<file path="src/rtl/thermal_trip_pkg.sv">
package thermal_trip_pkg;

    localparam int RATE_W    = 4;
    localparam int NUM_TRIPS = 3;

    // Flag positions inside the trip vector
    localparam int IDX_CAT = 0;
    localparam int IDX_HOT = 1;
    localparam int IDX_AUX = 2;

    typedef enum logic [0:0] {
        TMR_IDLE = 1'b0,
        TMR_RUN  = 1'b1
    } tmr_state_e;

    // How the flag registers are updated in a given cycle
    typedef struct packed {
        logic clear;   // sensor disabled
        logic sample;  // end of a thermometer interval
        logic load;    // analog mode direct load
    } flag_ctl_t;

    // Interval length in clocks for a rate code, 0 when the code selects no interval
    function automatic int unsigned period_of(logic [RATE_W-1:0] code,
                                              int unsigned base,
                                              int unsigned test);
        case (code)
            4'd1:    return base;
            4'd2:    return 2 * base;
            4'd3:    return 3 * base;
            4'd4:    return 4 * base;
            4'd5:    return 6 * base;
            4'd6:    return 8 * base;
            4'd7:    return 12 * base;
            4'd15:   return test;
            default: return 0;
        endcase
    endfunction

    function automatic logic rate_active(logic [RATE_W-1:0] code);
        return period_of(code, 1, 1) != 0;
    endfunction

endpackage

</file>
<file path="src/rtl/trip_interval_timer.sv">
module trip_interval_timer
    import thermal_trip_pkg::*;
#(
    parameter int BASE_CLKS = 512,
    parameter int TEST_CLKS = 4
) (
    input  logic              clk,
    input  logic              rst,
    input  logic              enable,
    input  logic [RATE_W-1:0] rate_code,
    output logic              fire,
    output logic              tick,
    output logic              busy
);

    localparam int CNT_W = $clog2(BASE_CLKS * 12 + 1);
    localparam logic [CNT_W-1:0] ONE = CNT_W'(1);

    tmr_state_e       state_q;
    logic [CNT_W-1:0] cnt_q;
    logic [CNT_W-1:0] period_q;
    logic [CNT_W-1:0] new_period;

    assign new_period = CNT_W'(period_of(rate_code, BASE_CLKS, TEST_CLKS));
    assign busy       = (state_q == TMR_RUN);
    assign fire       = enable && busy && (cnt_q == period_q - ONE);

    always_ff @(posedge clk) begin
        if (rst || !enable) begin
            state_q  <= TMR_IDLE;
            cnt_q    <= '0;
            period_q <= '0;
            tick     <= 1'b0;
        end else begin
            tick <= fire;
            case (state_q)
                TMR_IDLE: begin
                    cnt_q <= '0;
                    if (new_period != '0) begin
                        state_q  <= TMR_RUN;
                        period_q <= new_period;
                    end
                end
                TMR_RUN: begin
                    if (fire) begin
                        cnt_q <= '0;
                        if (new_period != '0) begin
                            period_q <= new_period;
                        end else begin
                            state_q  <= TMR_IDLE;
                            period_q <= '0;
                        end
                    end else begin
                        cnt_q <= cnt_q + ONE;
                    end
                end
                default: state_q <= TMR_IDLE;
            endcase
        end
    end


    tick_single_chk: assert property (@(posedge clk) disable iff (rst)
        tick |=> !tick);


    count_in_range_chk: assert property (@(posedge clk) disable iff (rst)
        busy |-> (cnt_q < period_q));


    disable_stops_chk: assert property (@(posedge clk) disable iff (rst)
        !enable |=> (!busy && !tick));

endmodule

</file>
<file path="src/rtl/trip_comparator.sv">
module trip_comparator
    import thermal_trip_pkg::*;
#(
    parameter int TEMP_W = 8,
    parameter int HYST_W = 4
) (
    input  logic              clk,
    input  logic              rst,
    input  flag_ctl_t         ctl,
    input  logic              load_val,
    input  logic [TEMP_W-1:0] temp,
    input  logic [TEMP_W-1:0] thresh,
    input  logic [HYST_W-1:0] hyst,
    output logic              trip
);

    localparam int EXT_W = TEMP_W + 1;

    logic [EXT_W-1:0] temp_ext;
    logic [EXT_W-1:0] thr_ext;
    logic [EXT_W-1:0] temp_plus_hyst;
    logic             set_cond;
    logic             hold_cond;
    logic             trip_next;

    assign temp_ext       = {1'b0, temp};
    assign thr_ext        = {1'b0, thresh};
    assign temp_plus_hyst = temp_ext + EXT_W'(hyst);
    assign set_cond       = temp_ext >= thr_ext;
    assign hold_cond      = temp_plus_hyst >= thr_ext;
    assign trip_next      = trip ? hold_cond : set_cond;

    always_ff @(posedge clk) begin
        if (rst || ctl.clear) begin
            trip <= 1'b0;
        end else if (ctl.sample) begin
            trip <= trip_next;
        end else if (ctl.load) begin
            trip <= load_val;
        end
    end


    flag_hold_chk: assert property (@(posedge clk) disable iff (rst)
        (!ctl.sample && !ctl.load && !ctl.clear) |=> $stable(trip));


    flag_clear_chk: assert property (@(posedge clk) disable iff (rst)
        ctl.clear |=> !trip);

endmodule

</file>
<file path="src/rtl/thermal_trip_ctrl.sv">
module thermal_trip_ctrl
    import thermal_trip_pkg::*;
#(
    parameter int TEMP_W    = 8,
    parameter int HYST_W    = 4,
    parameter int BASE_CLKS = 512,
    parameter int TEST_CLKS = 4
) (
    input  logic              clk,
    input  logic              rst,
    input  logic              sensor_en,
    input  logic [RATE_W-1:0] rate_code,
    input  logic [HYST_W-1:0] hyst_amt,
    input  logic [TEMP_W-1:0] thr_cat,
    input  logic [TEMP_W-1:0] thr_hot,
    input  logic [TEMP_W-1:0] thr_aux,
    input  logic [TEMP_W-1:0] temp_code,
    input  logic              comp_in,
    input  logic              comp_sel,
    output logic              sample_valid,
    output logic              trip_cat,
    output logic              trip_hot,
    output logic              trip_aux
);

    logic                 tmr_fire;
    logic                 tmr_busy;
    logic                 analog_now;
    flag_ctl_t            ctl;
    logic [TEMP_W-1:0]    thr_arr   [NUM_TRIPS];
    logic [NUM_TRIPS-1:0] analog_val;
    logic [NUM_TRIPS-1:0] trip_q;

    trip_interval_timer #(
        .BASE_CLKS(BASE_CLKS),
        .TEST_CLKS(TEST_CLKS)
    ) u_timer (
        .clk      (clk),
        .rst      (rst),
        .enable   (sensor_en),
        .rate_code(rate_code),
        .fire     (tmr_fire),
        .tick     (sample_valid),
        .busy     (tmr_busy)
    );

    // Analog mode only once no thermometer interval is running or about to start
    assign analog_now = sensor_en && !tmr_busy && !rate_active(rate_code);

    always_comb begin
        ctl.clear  = !sensor_en;
        ctl.sample = tmr_fire;
        ctl.load   = analog_now;
    end

    assign thr_arr[IDX_CAT] = thr_cat;
    assign thr_arr[IDX_HOT] = thr_hot;
    assign thr_arr[IDX_AUX] = thr_aux;

    assign analog_val[IDX_CAT] = comp_in && !comp_sel;
    assign analog_val[IDX_HOT] = comp_in && comp_sel;
    assign analog_val[IDX_AUX] = 1'b0;

    for (genvar g = 0; g < NUM_TRIPS; g++) begin : g_trip
        trip_comparator #(
            .TEMP_W(TEMP_W),
            .HYST_W(HYST_W)
        ) u_cmp (
            .clk     (clk),
            .rst     (rst),
            .ctl     (ctl),
            .load_val(analog_val[g]),
            .temp    (temp_code),
            .thresh  (thr_arr[g]),
            .hyst    (hyst_amt),
            .trip    (trip_q[g])
        );
    end

    assign trip_cat = trip_q[IDX_CAT];
    assign trip_hot = trip_q[IDX_HOT];
    assign trip_aux = trip_q[IDX_AUX];


    analog_aux_off_chk: assert property (@(posedge clk) disable iff (rst)
        analog_now |=> !trip_aux);


    analog_no_pulse_chk: assert property (@(posedge clk) disable iff (rst)
        (analog_now && !rate_active(rate_code)) |=> !sample_valid);

endmodule

</file>
<file path="config.mk">
export PLATFORM = sky130hd
export DESIGN_NAME = thermal_trip_ctrl
export DESIGN_NICKNAME = d
export VERILOG_FILES = /design/src/rtl/thermal_trip_pkg.sv /design/src/rtl/trip_interval_timer.sv /design/src/rtl/trip_comparator.sv /design/src/rtl/thermal_trip_ctrl.sv
export SDC_FILE = /design/constraint.sdc
export NUM_CORES = 1
export LEC_CHECK = 0
export ABC_AREA = 1
export CORE_ASPECT_RATIO = 1.25
export CORE_MARGIN = 2
export CORE_UTILIZATION = 50
export CTS_BUF_LIST = sky130_fd_sc_hd__clkbuf_16
export DETAILED_ROUTE_END_ITERATION = 8
export HOLD_SLACK_MARGIN = 0.05
export PLACE_DENSITY = 0.83
export SETUP_SLACK_MARGIN = 0.4
export SLEW_MARGIN = 30
export SYNTH_ARGS = -nofsm -noshare
export SYNTH_HDL_FRONTEND = slang
export SYNTH_SLANG_ARGS = --single-unit
</file>
<file path="constraint.sdc">
create_clock -name clk -period 7.3 [get_ports clk]
set_input_delay 1.46 -clock clk [delete_from_list [all_inputs] [get_ports clk]]
set_output_delay 1.46 -clock clk [all_outputs]
set_load 0.02 [all_outputs]
</file>
==> flow_summary_export.csv <==
group,metric,value,unit
synth,synth-simple-area-share,34.0,%
routing,drt_iter0_markers,79,
clock_network,cts_tree,"built",
worst_hold_path,hp-class,"reg2reg",
floorplan,die_x,70.3,um
clock_network,hold_buffers,0,
setup_path,r2r-end,"u_timer.period_q[12]",
setup_path,path_class,"in2reg",
layout,utilization,62.8,%
routing,vias_per_cell,4.99,
synth,synthAdderAreaFrac,25.3,%
clock_network,clk_latency,250,ps
timing,drv_slew,0,
placed_design,dp_hpwl,5.31,mm
synth,yosys.area.top_type,"ha_1",
clock_network,post_cts_buffers,0,
layout,diodes,0,
timing,fin_setup_tns,0,ps
setup_path,r2r_slack,5330,ps
clock_network,cts_root_buf,"clkbuf_16",
setup_path,crit_chain,"clkdlybuf4s50_1 -> ha_1 -> inv_1 -> fa_1 -> o21ai_0 -> xor2_1 -> ha_1 -> nand2_1 -> inv_1 -> nand3b_1 -> nand3_1 -> nand2_1 -> nand2_1 -> a21oi_1 -> nor2_1 -> nor2_1 -> nor2_1",
timing,max_slew.worst_pin.slew,568,ps
floorplan,rows,30,
setup_path,crit_path_max_incr_delay,480,ps
worst_hold_path,min-delay-start,"u_timer.cnt_q[0]",
routing,wirelength,6.14,mm
synth,synth_top_family_by_area,"simple AND/OR/NAND/NOR gates",
synth,synth-seq-area-share,16.8,%
timing,max_slew_margin,62.0,%
worst_hold_path,worstHoldEndpoint,"u_timer.cnt_q[0]",
routing,met1_length,2.64,mm
timing,max_freq,0.244,GHz
grt,grt_util_all_layers,21.7,%
routing,routed-wl-met3,119,um
routing,num_vias,2635,
synth,yosys.cell_types.count,35,
setup_path,worst-path-buf-inv,3,
setup_path,required,7450,ps
placed_design,portBuffers,48,
synth,syn_avg_cell_area,6.63,sq um
synth,ys_seq_elements,23,
grt,grt_pass1_vias,2645,
clock_network,clk_pin_slew,60,ps
synth,synth_flop_cell,"dfxtp_1",
grt,grt_pass1_wl,11.0,mm
synth,synth_area_leaders,"ha_1 (25%), dfxtp_1 (17%), nand2_1 (14%)",
setup_path,r2r_start,"u_timer.period_q[2]",
floorplan,initial_core_util,51.1,%
power,vdd_drop_max,0.0000733,V
placed_design,place_congestion,0.897,
synth,synthCells,414,
synth,ys_warn_count,0,
synth,synth_most_common_cell,"nand2_1",
layout,layout.cells.non_filler,528,
timing,period_needed,4100,ps
synth,synth-edff-count,0,
clock_network,htree_levels,1,
setup_path,r2r_cells,12,
routing,first_pass_iters,4,
power,p_leak,1.73,nW
layout,syn_to_final_growth,22.7,%
setup_path,cpMaxStageDelayCell,"clkdlybuf4s50_1",
synth,syn_nets,514,
floorplan,dieArea,6100,sq um
synth,muxShareOfSynthArea,0,%
layout,fin_nets,565,
floorplan,ios,49,
grt,gr-total-overflow,0,
routing,remaining_drc_errors,0,
synth,synth_xor_area_share,3.19,%
timing,setup_violations,0,
routing,topRoutingLayerUsed,"met4",
routing,ant_nets,0,
synth,netlist_top_cells_count,"nand2_1 (102), inv_1 (76), ha_1 (54), nor2_1 (41), a21oi_1 (26)",
setup_path,cp.arrival,4260,ps
synth,async_flop_share,0,%
setup_path,start_kind,"input pin",
clock_network,cts_made_buffers,3,
grt,grt_antenna_before_repair,0,
synth,synth_top_area_share,24.6,%
timing,grt_setup_unrepaired,"false",
clock_network,cts_buffer_depth,2,
synth,synth_area,2750,sq um
routing,wl_per_cell,11.6,um
synth,synth_compound_area_share,9.25,%
setup_path,cp_max_fo,3,
worst_hold_path,hold_depth,1,
floorplan,core_area,5370,sq um
routing,dr_wl_met2,3.23,mm
timing,skew,4.52,ps
clock_network,cts-resized-gates,0,
outcome,status,"finished, final reports clean",
grt,grt_max_degree,15,
run,maxCapViolations,0,
setup_path,critPathTopFamily,"adder cells",
floorplan,dieHeight,86.8,um
layout,final_layout_size_suffix_gt1_share,6.90,%
placed_design,placed_cells_incl_taps,524,
power,power_density,123,nW/um^2
setup_path,end_kind,"register",
timing,finalCritPeriodShare,56.2,%
timing,report.final.hold_viol_count,0,
clock_network,cts.sinks,23,
## where the power goes
| part | internal [W] | total (W) | switching [W] |
|---|---|---|---|
| registers | 0.000128 | 0.000131 | 0.00000328 |
| clock network | 0.0000730 | 0.000116 | 0.0000432 |
| logic | 0.0000755 | 0.000166 | 0.0000901 |
## worst max path at each step
| stage | endpoint | cells past startpoint | slack [ps] | start |
|---|---|---|---|---|
| global placement | g_trip[0].u_cmp.trip | 16 | 3030 | temp_code[1] |
| finish | g_trip[1].u_cmp.trip | 17 | 3200 | temp_code[0] |
| global route | g_trip[1].u_cmp.trip | 17 | 2850 | temp_code[0] |
| CTS | g_trip[0].u_cmp.trip | 17 | 3190 | temp_code[0] |
| detailed placement | g_trip[0].u_cmp.trip | 17 | 2910 | temp_code[0] |
| floorplan | g_trip[0].u_cmp.trip | 16 | 3750 | hyst_amt[0] |
## state kept, by name, indices dropped and copies added (netlist names)
| name | flops |
|---|---|
| u_timer.cnt_q | 13 |
| u_timer.tick | 1 |
| u_timer.busy | 1 |
| g_trip.u_cmp.trip | 3 |
| u_timer.period_q | 5 |
## cell families after synthesis
logic type,Yosys count
AOI/OAI and AO/OA,42
xor gates and xnor gates,10
adders and majority gates,55
buffers and inverters,81
DFF,23
and+or+nand+nor,203
## routing by layer
layer,vias to the layer above,global-route usage [%]
met1,1164,24.3
met3,12,1.74
met2,45,42.3
met5,-,0
li1,1414,-
met4,0,7.87
## area by class of cell
cell class	count	area, sq um
multi-input cells	310	1970
well taps	64	80.1
repair buffers	48	480
clock buffers	3	75.1
fillers	496	2000
flip-flops and latches	23	460
inverters	79	297
clock inverters	1	3.75
## metrics by stage
stage	hold WS (ps)	cell area [sq um]	total power, W	worst slack (ps)
2_1_floorplan	417	2750	0.000242	3750
3_3_place_gp	430	3290	0.000292	3030
3_5_place_dp	434	3290	0.000298	2910
4_1_cts	481	3370	0.000414	3190
5_1_grt	492	3370	0.000446	2850
6_report	476	3370	0.000413	3200
## placed cells by master (no fill, tap or decap), types with 3 or more instances in the layout
cell | netlist | layout
nand2_1 | 102 | 102
dfxtp_1 | 23 | 23
nor3_1 | 3 | 3
nand4_1 | 9 | 9
nand3b_1 | 3 | 3
xnor2_1 | 4 | 4
o21bai_1 | 3 | 3
o21ai_2 | 3 | 3
nor3b_1 | 3 | 3
xor2_1 | 6 | 6
o21ai_0 | 3 | 3
inv_1 | 76 | 77
a21o_1 | 3 | 3
ha_1 | 54 | 54
clkbuf_16 | 0 | 3
nor2_2 | 12 | 12
nor2_1 | 41 | 41
nand3_1 | 19 | 19
nand2_2 | 3 | 3
clkdlybuf4s50_1 | 0 | 48
a21oi_1 | 26 | 26
inv_2 | 3 | 3
(Power assumes the default switching activity.)
